`src/rtl/csa_pkg.sv`:
```
package csa_pkg;
    // Bits per entry in a packed section-width list.
    localparam int unsigned FIELD_W = 8;

    // Majority function: carry out of a one-bit full adder.
    function automatic logic fa_carry(input logic x, input logic y, input logic c);
        return (x & y) | (c & (x ^ y));
    endfunction
endpackage

```
`src/rtl/csa_full_add.sv`:
```
module csa_full_add (
    input  logic x_i,
    input  logic y_i,
    input  logic c_i,
    output logic s_o,
    output logic c_o
);
    import csa_pkg::*;

    assign s_o = x_i ^ y_i ^ c_i;
    assign c_o = fa_carry(x_i, y_i, c_i);
endmodule

```
`src/rtl/csa_ripple.sv`:
```
module csa_ripple #(
    parameter int unsigned W = 8
) (
    input  logic [W-1:0] a_i,
    input  logic [W-1:0] b_i,
    input  logic         cin_i,
    output logic [W-1:0] sum_o,
    output logic         cout_o
);
    logic [W:0] chain;

    assign chain[0] = cin_i;

    for (genvar k = 0; k < W; k++) begin : g_bit
        csa_full_add u_fa (
            .x_i (a_i[k]),
            .y_i (b_i[k]),
            .c_i (chain[k]),
            .s_o (sum_o[k]),
            .c_o (chain[k+1])
        );
    end

    assign cout_o = chain[W];

    // The bit-level chain must agree with a behavioural addition of its ports.
    always_comb begin
        AST_RIPPLE_ADD: assert ({cout_o, sum_o} == ({1'b0, a_i} + {1'b0, b_i} + {{W{1'b0}}, cin_i}))
            else $error("ripple chain mismatch");
    end
endmodule

```
`src/rtl/csa_select_section.sv`:
```
module csa_select_section #(
    parameter int unsigned W = 8
) (
    input  logic [W-1:0] a_i,
    input  logic [W-1:0] b_i,
    input  logic         sel_i,
    output logic [W-1:0] sum_o,
    output logic         cout_o
);
    logic [W-1:0] sum_lo, sum_hi;
    logic         co_lo, co_hi;

    // Candidate assuming no incoming carry.
    csa_ripple #(.W(W)) u_cand0 (
        .a_i    (a_i),
        .b_i    (b_i),
        .cin_i  (1'b0),
        .sum_o  (sum_lo),
        .cout_o (co_lo)
    );

    // Candidate assuming an incoming carry.
    csa_ripple #(.W(W)) u_cand1 (
        .a_i    (a_i),
        .b_i    (b_i),
        .cin_i  (1'b1),
        .sum_o  (sum_hi),
        .cout_o (co_hi)
    );

    // 2:1 pick steered by the carry resolved below.
    always_comb begin
        if (sel_i) begin
            sum_o  = sum_hi;
            cout_o = co_hi;
        end else begin
            sum_o  = sum_lo;
            cout_o = co_lo;
        end
    end

    always_comb begin
        AST_CAND_STEP: assert ({co_hi, sum_hi} == ({co_lo, sum_lo} + 1'b1))
            else $error("candidates differ by other than one");
        AST_CARRY_MONO: assert (!co_lo || co_hi)
            else $error("carry with cin=0 but not with cin=1");
    end
endmodule

```
`src/rtl/csa_adder64.sv`:
```
module csa_adder64 #(
    parameter int unsigned WIDTH    = 64,
    parameter int unsigned NUM_SECT = 10,
    parameter logic [NUM_SECT*csa_pkg::FIELD_W-1:0] SECT_LIST =
        {8'd7, 8'd8, 8'd8, 8'd7, 8'd7, 8'd6, 8'd6, 8'd5, 8'd5, 8'd5}
) (
    input  logic [WIDTH-1:0] a_i,
    input  logic [WIDTH-1:0] b_i,
    input  logic             cin_i,
    output logic [WIDTH-1:0] sum_o,
    output logic             cout_o
);
    import csa_pkg::*;

    // Width of section idx; entry 0 is the least significant section.
    function automatic int unsigned sect_w(input int unsigned idx);
        return int'(SECT_LIST[idx*FIELD_W +: FIELD_W]);
    endfunction

    // Lowest bit position of section idx.
    function automatic int unsigned sect_lo(input int unsigned idx);
        int unsigned acc;
        acc = 0;
        for (int unsigned k = 0; k < idx; k++) acc += sect_w(k);
        return acc;
    endfunction

    function automatic bit any_zero_width();
        bit z;
        z = 1'b0;
        for (int unsigned k = 0; k < NUM_SECT; k++) if (sect_w(k) == 0) z = 1'b1;
        return z;
    endfunction

    localparam int unsigned LIST_TOTAL = sect_lo(NUM_SECT);
    localparam bit          LIST_EMPTY = any_zero_width();

    if (LIST_TOTAL != WIDTH) begin : g_bad_total
        $error("section widths do not add up to the operand width");
    end
    if (LIST_EMPTY) begin : g_bad_entry
        $error("section width list holds a zero entry");
    end

    logic [NUM_SECT:0] sect_carry;
    logic [WIDTH-1:0]  sum_w;

    assign sect_carry[0] = cin_i;

    for (genvar g = 0; g < NUM_SECT; g++) begin : g_sect
        localparam int unsigned SW = sect_w(g);
        localparam int unsigned LO = sect_lo(g);

        if (g == 0) begin : g_base
            csa_ripple #(.W(SW)) u_base (
                .a_i    (a_i[LO +: SW]),
                .b_i    (b_i[LO +: SW]),
                .cin_i  (sect_carry[0]),
                .sum_o  (sum_w[LO +: SW]),
                .cout_o (sect_carry[1])
            );
        end else begin : g_sel
            csa_select_section #(.W(SW)) u_sel (
                .a_i    (a_i[LO +: SW]),
                .b_i    (b_i[LO +: SW]),
                .sel_i  (sect_carry[g]),
                .sum_o  (sum_w[LO +: SW]),
                .cout_o (sect_carry[g+1])
            );
        end
    end

    assign sum_o  = sum_w;
    assign cout_o = sect_carry[NUM_SECT];

    always_comb begin
        AST_TOTAL_ADD: assert ({cout_o, sum_o} == ({1'b0, a_i} + {1'b0, b_i} + {{WIDTH{1'b0}}, cin_i}))
            else $error("adder result mismatch");
        AST_NO_UNKNOWN: assert ($isunknown({a_i, b_i, cin_i}) || !$isunknown({cout_o, sum_o}))
            else $error("unknown output for defined inputs");
        AST_ZERO_IN: assert ((a_i != '0) || (b_i != '0) || cin_i || ((sum_o == '0) && !cout_o))
            else $error("zero operands gave nonzero result");
    end
endmodule

```
`config.mk`:
```
export PLATFORM = sky130hd
export DESIGN_NAME = csa_adder64
export DESIGN_NICKNAME = d
export VERILOG_FILES = /design/src/rtl/csa_pkg.sv /design/src/rtl/csa_full_add.sv /design/src/rtl/csa_ripple.sv /design/src/rtl/csa_select_section.sv /design/src/rtl/csa_adder64.sv
export SDC_FILE = /design/constraint.sdc
export NUM_CORES = 1
export LEC_CHECK = 0
export BUFFER_PORTS_ARGS = -buffer_cell sky130_fd_sc_hd__buf_4
export CORE_MARGIN = 10
export CORE_UTILIZATION = 38
export DETAILED_ROUTE_END_ITERATION = 7
export PLACE_DENSITY = 0.9
export SYNTH_ARGS = -nofsm -noshare
export SYNTH_HDL_FRONTEND = slang
export SYNTH_SLANG_ARGS = --single-unit
```
`constraint.sdc`:
```
create_clock -name vclk -period 82.9
set_input_delay 8.29 -clock vclk [all_inputs]
set_output_delay 8.29 -clock vclk [all_outputs]
set_load 0.03 [all_outputs]
```
==> metrics.yaml, run 1 <==
floorplanning:
  die_y_um: 86.6
  start_util: 0.390
  num_rows: 24
  coreArea_um2: 4320
  fp.dieW_um: 86.6
  die_area_um2: 7500
  boundaryPins: 194
min_path:
  min_from: "b_i[17]"
  hold_depth: 3
  worstHoldEndpoint: "sum_o[17]"
  worstHoldPathType: "primary input to primary output"
finish:
  diodes: 0
  postLayoutCoreUtil: 0.733
  clock_buffers: 0
  area_delta_synth_final_pct: 88.0
  ff_latch_area_um2: 0
  post_route_cells_drive_above_1_share: 0.581
  layout.nets: 538
  postLayoutCellArea_um2: 3170
  seq_cells: 0
  finalNonFillerCells: 386
sta:
  tightest_slew_ns: 0.272
  whs_ns: 16.96
  max_freq_mhz: 25.0
  finalCritPeriodShare: 0.482
  hold_viol: 0
  drv_slew: 0
  final-setup-viol-count: 0
  setup_tns_ns: 0
  rsz0062_at_grt: "no"
  finalCriticalPeriod_ns: 39.92
  relSlewSlack: 0.816
  worst_slack_ns: 42.98
synthesis:
  syn_area_per_cell_um2: 11.6
  muxShareOfSynthArea: 0.0178
  synthXorXnorAreaFrac: 0.0467
  synthSimpleGateAreaFrac: 0.0134
  synth_top_area_frac: 0.653
  synth_top_family_by_area: "adder cells"
  syn-num-nets: 347
  synth_cell_types: 11
  syn_inst: 145
  synth_compound_area_frac: 0.0178
  synth_top_cell_by_area: "fa_1"
  yosys.area_share.adder: 0.786
  ys_seq_area_frac: 0
  netlist_area_um2: 1690
  ys_warn_count: 0
  synth_area_leaders: "fa_1 (65%), ha_1 (13%), inv_1 (9.6%)"
grt:
  antenna_found_initial: 0
  overflow: 0
  track_usage: 0.195
  grt_max_degree: 4
  grt_first_pass_wirelength_um: 11500
  grt_pass1_vias: 2134
drt:
  drt_iter0_markers: 17
  num_vias: 1753
  wl_per_cell_um: 20.0
  wirelength_um: 7710
  dr.pass1.iters: 4
  remaining_drc_errors: 0
  via_per_inst: 4.54
  drtAntennaViolNets: 0
setup_path:
  start_kind: "primary input"
  critical_path_required_ns: 74.61
  worstSetupPathType: "primary input to primary output"
  cp_max_fo: 3
  worst-path-buf-inv: 9
  cp_slowest_cell: "fa_1"
  worst_path_most_repeated_cell: "fa_1"
  critPathTopFamily: "adder cells"
  critical_path.max_stage_delay_ns: 0.46
  worst_setup_path_end_kind: "primary output"
  cp_data_arrival_time_ns: 31.63
cts:
  post_cts_buffers: 0
  hold_buffers: 0
  cts.repair.resized: 0
pwr:
  powerDensity_nw_per_um2: 12.6
  p_leak_nw: 1.76
  ir_drop_uv: 11.1
  power_mw: 0.0400
run_status:
  status: "completed"
placed_design:
  io_buffers: 194
  finalWeightedCongestion: 0.843
  dp.cells: 386
  post-place-ws_ns: 43.01
  hpwl_um: 7640
  place_area_um2: 3170
run:
  drv_cap: 0
cells by family after synthesis:
logic type                 count (synthesis)
buffers and inverters                     48
adders and majority gates                 73
muxes                                      3
and+or+nand+nor                            6
xor gates and xnor gates                   9
AOI/OAI and AO/OA                          6
worst min-delay path: cells and delay by family:
family     cells  cell delay (ns)
fa+ha+maj      1             0.14
buf+inv        2             0.23
cells in the mapped netlist:
cell type and n:
buf_4 5, nor2_1 3, xor2_1 6, ha_1 18, fa_1 55, nand2_1 3, a21oi_1 3, o21ai_0 3
inv_1 43, xnor2_1 3, mux2i_1 3
area by class of cell:
class                      instances  area (µm²)
timing repair buffer             194        1460
inverter                          43         161
fill                             303        1150
tap                               52        65.1
multi-input combinational         97        1490
where the power goes:
part | leakage [nW] | switching [mW] | internal, mW | total (mW)
Combinational | 1.76 | 0.0236 | 0.0164 | 0.0400
Clock | 0 | 0 | 0 | 0
Sequential | 0 | 0 | 0 | 0
Total | 1.76 | 0.0236 | 0.0164 | 0.0400
metal layers:
layer	vias up	wire length, µm	GRT usage
li1	784	-	-
met2	138	3930	0.352
met3	10	1470	0.133
met4	0	143	0.0309
met5	-	0	0
met1	821	2170	0.179
how the worst max path moves through the flow:
stage	slack, ns	cells past startpoint	startpoint	to
3_3_place_gp	43.55	76	a_i[0]	sum_o[63]
6_report	42.98	76	a_i[0]	sum_o[63]
3_5_place_dp	43.01	76	a_i[0]	sum_o[63]
2_1_floorplan	44.31	74	a_i[0]	sum_o[63]
4_1_cts	42.95	76	a_i[0]	sum_o[63]
5_1_grt	42.13	76	a_i[0]	sum_o[63]
placed cells by master, fill, tap and decap left out:
| cell | synthesis | layout |
|---|---|---|
| a21oi_1 | 3 | 3 |
| fa_1 | 55 | 55 |
| o21ai_0 | 3 | 3 |
| nand2_1 | 3 | 3 |
| xor2_1 | 6 | 6 |
| xnor2_1 | 3 | 3 |
| buf_4 | 5 | 194 |
| nor2_1 | 3 | 3 |
| mux2i_1 | 3 | 3 |
| inv_1 | 43 | 43 |
| ha_1 | 18 | 18 |
(Power assumes the default switching activity.)
==> run 2, diff against run 1 <==
--- a/config.mk
+++ b/config.mk
@@ -7,9 +7,9 @@
 export LEC_CHECK = 0
 export BUFFER_PORTS_ARGS = -buffer_cell sky130_fd_sc_hd__buf_4
 export CORE_MARGIN = 10
-export CORE_UTILIZATION = 38
+export CORE_UTILIZATION = 36
 export DETAILED_ROUTE_END_ITERATION = 7
-export PLACE_DENSITY = 0.9
+export PLACE_DENSITY = 0.85
 export SYNTH_ARGS = -nofsm -noshare
 export SYNTH_HDL_FRONTEND = slang
 export SYNTH_SLANG_ARGS = --single-unit
==> constraint.sdc (replaced) <==
create_clock -name vclk -period 39.7
set_input_delay 3.97 -clock vclk [all_inputs]
set_output_delay 3.97 -clock vclk [all_outputs]
set_load 0.03 [all_outputs]
==> run 2 against run 1 <==
Effect of this change: count of clock-buffer cells in the layout stayed put; setup slack got worse by 34 ns; sequential cell count unchanged; largest power group unchanged.
==> metrics.yaml, run 2 (same netlist as run 1, synthesis figures left out) <==
sta:
  setup_tns_ns: 0  # unchanged
  hold_viol: 0  # unchanged
  finalCriticalPeriod_ns: 31.19
  final-setup-viol-count: 0  # unchanged
  relSlewSlack: 0.840  # was 0.816
  tightest_slew_ns: 0.238  # was 0.272 ns
  drv_slew: 0  # unchanged
  finalCritPeriodShare: 0.786
  max_freq_mhz: 32.1
  rsz0062_at_grt: "no"  # unchanged
drt:
  num_vias: 1724  # was 1753
  dr.pass1.iters: 4  # unchanged
  wirelength_um: 7770  # was 7710 µm
  drt_iter0_markers: 12  # was 17
  wl_per_cell_um: 20.1  # was 20.0 µm
  drtAntennaViolNets: 0  # unchanged
  via_per_inst: 4.47  # was 4.54
  remaining_drc_errors: 0  # unchanged
finish:
  clock_buffers: 0  # unchanged
  seq_cells: 0  # unchanged
  postLayoutCellArea_um2: 3170  # unchanged
  finalNonFillerCells: 386  # unchanged
  layout_commonest_cell: "buf_4"  # unchanged
  final_cell_mix: "buf_4 (194), fa_1 (55), inv_1 (43)"  # unchanged
  diodes: 0  # unchanged
  postLayoutCoreUtil: 0.713  # was 0.733
  post_route_cells_drive_above_1_share: 0.581  # unchanged
  area_delta_synth_final_pct: 88.0  # unchanged
  layout.nets: 538  # unchanged
  ff_latch_area_um2: 0  # unchanged
cts:
  hold_buffers: 0  # unchanged
  post_cts_buffers: 0  # unchanged
  cts.repair.resized: 0  # unchanged
floorplanning:
  coreArea_um2: 4440  # was 4320 µm²
  die_area_um2: 7820  # was 7500 µm²
  boundaryPins: 194  # unchanged
  fp.dieW_um: 88.4  # was 86.6 µm
  num_rows: 24  # unchanged
  die_y_um: 88.4  # was 86.6 µm
  start_util: 0.380  # was 0.390
placed_design:
  place_area_um2: 3170  # unchanged
  hpwl_um: 7650  # was 7640 µm
  dp.cells: 386  # unchanged
  io_buffers: 194  # unchanged
  finalWeightedCongestion: 0.833  # was 0.843
grt:
  grt_pass1_vias: 1945  # was 2134
  track_usage: 0.187  # was 0.195
  grt_max_degree: 4  # unchanged
  antenna_found_initial: 0  # unchanged
  grt_first_pass_wirelength_um: 11200  # was 11500 µm
  overflow: 0  # unchanged
setup_path:
  cp_max_fo: 3  # unchanged
  worst_path_most_repeated_cell: "fa_1"  # unchanged
  worst-path-buf-inv: 9  # unchanged
  critical_path_required_ns: 35.73  # was 74.61 ns
  worstSetupPathType: "primary input to primary output"  # unchanged
  critical_path.max_stage_delay_ns: 0.45  # was 0.46 ns
  cp_data_arrival_time_ns: 27.22  # was 31.63 ns
  start_kind: "primary input"  # unchanged
  cp_slowest_cell: "fa_1"  # unchanged
  critPathTopFamily: "adder cells"  # unchanged
  worst_setup_path_end_kind: "primary output"  # unchanged
pwr:
  p_leak_nw: 1.76  # unchanged
  power_mw: 0.0838  # was 0.0400 mW
  ir_drop_uv: 18.0  # was 11.1 µV
  powerDensity_nw_per_um2: 26.4  # was 12.6 nW/µm²
run_status:
  status: "completed"  # unchanged
run:
  drv_cap: 0  # unchanged
min_path:
  worstHoldPathType: "primary input to primary output"  # unchanged
==> run 2: cell counts in the layout (fill, tap and decap cells not counted) <==
No cell type changed its count.
==> run 2: per-stage QoR <==
step	setup slack, ns	hold WS, ns
final	8.51	8.32
after global routing	7.55	8.34
after CTS	8.47	8.32
after detailed placement	8.51	8.32
after global placement	9.00	8.32
after floorplan	9.75	8.22
==> run 2: area by class of cell <==
type / count / area [µm²]
inverter: 43 / 161
multi-input combinational: 97 / 1490
timing repair buffer: 194 / 1460
tap: 52 / 65.1
fill: 325 / 1270
==> run 2: path summary, 6_finish.rpt <==
check                  endpoint  cells after the start    start  slack [ns]
worst max-delay path  sum_o[63]                     76   a_i[0]        8.51
worst min-delay path  sum_o[62]                      3  b_i[62]        8.32
==> run 2: per-layer routing <==
layer | vias up | share of wire | track usage
li1 | 783 | - | -
met1 | 803 | 0.28 | 0.164
met2 | 134 | 0.52 | 0.346
met3 | 4 | 0.20 | 0.141
met4 | 0 | 0.0078 | 0.0132
met5 | - | 0 | 0
==> run 2: where the power goes <==
group	total (mW)	internal, mW	switching (mW)	leakage [nW]
Sequential	0	0	0	0
Clock	0	0	0	0
Combinational	0.0838	0.0344	0.0494	1.76
==> run 2: tightest hold or removal path, delay by kind of cell <==
kind,cells,cell delay [ns]
adder cells (fa/ha/maj),1,0.14
buffers and inverters,2,0.24
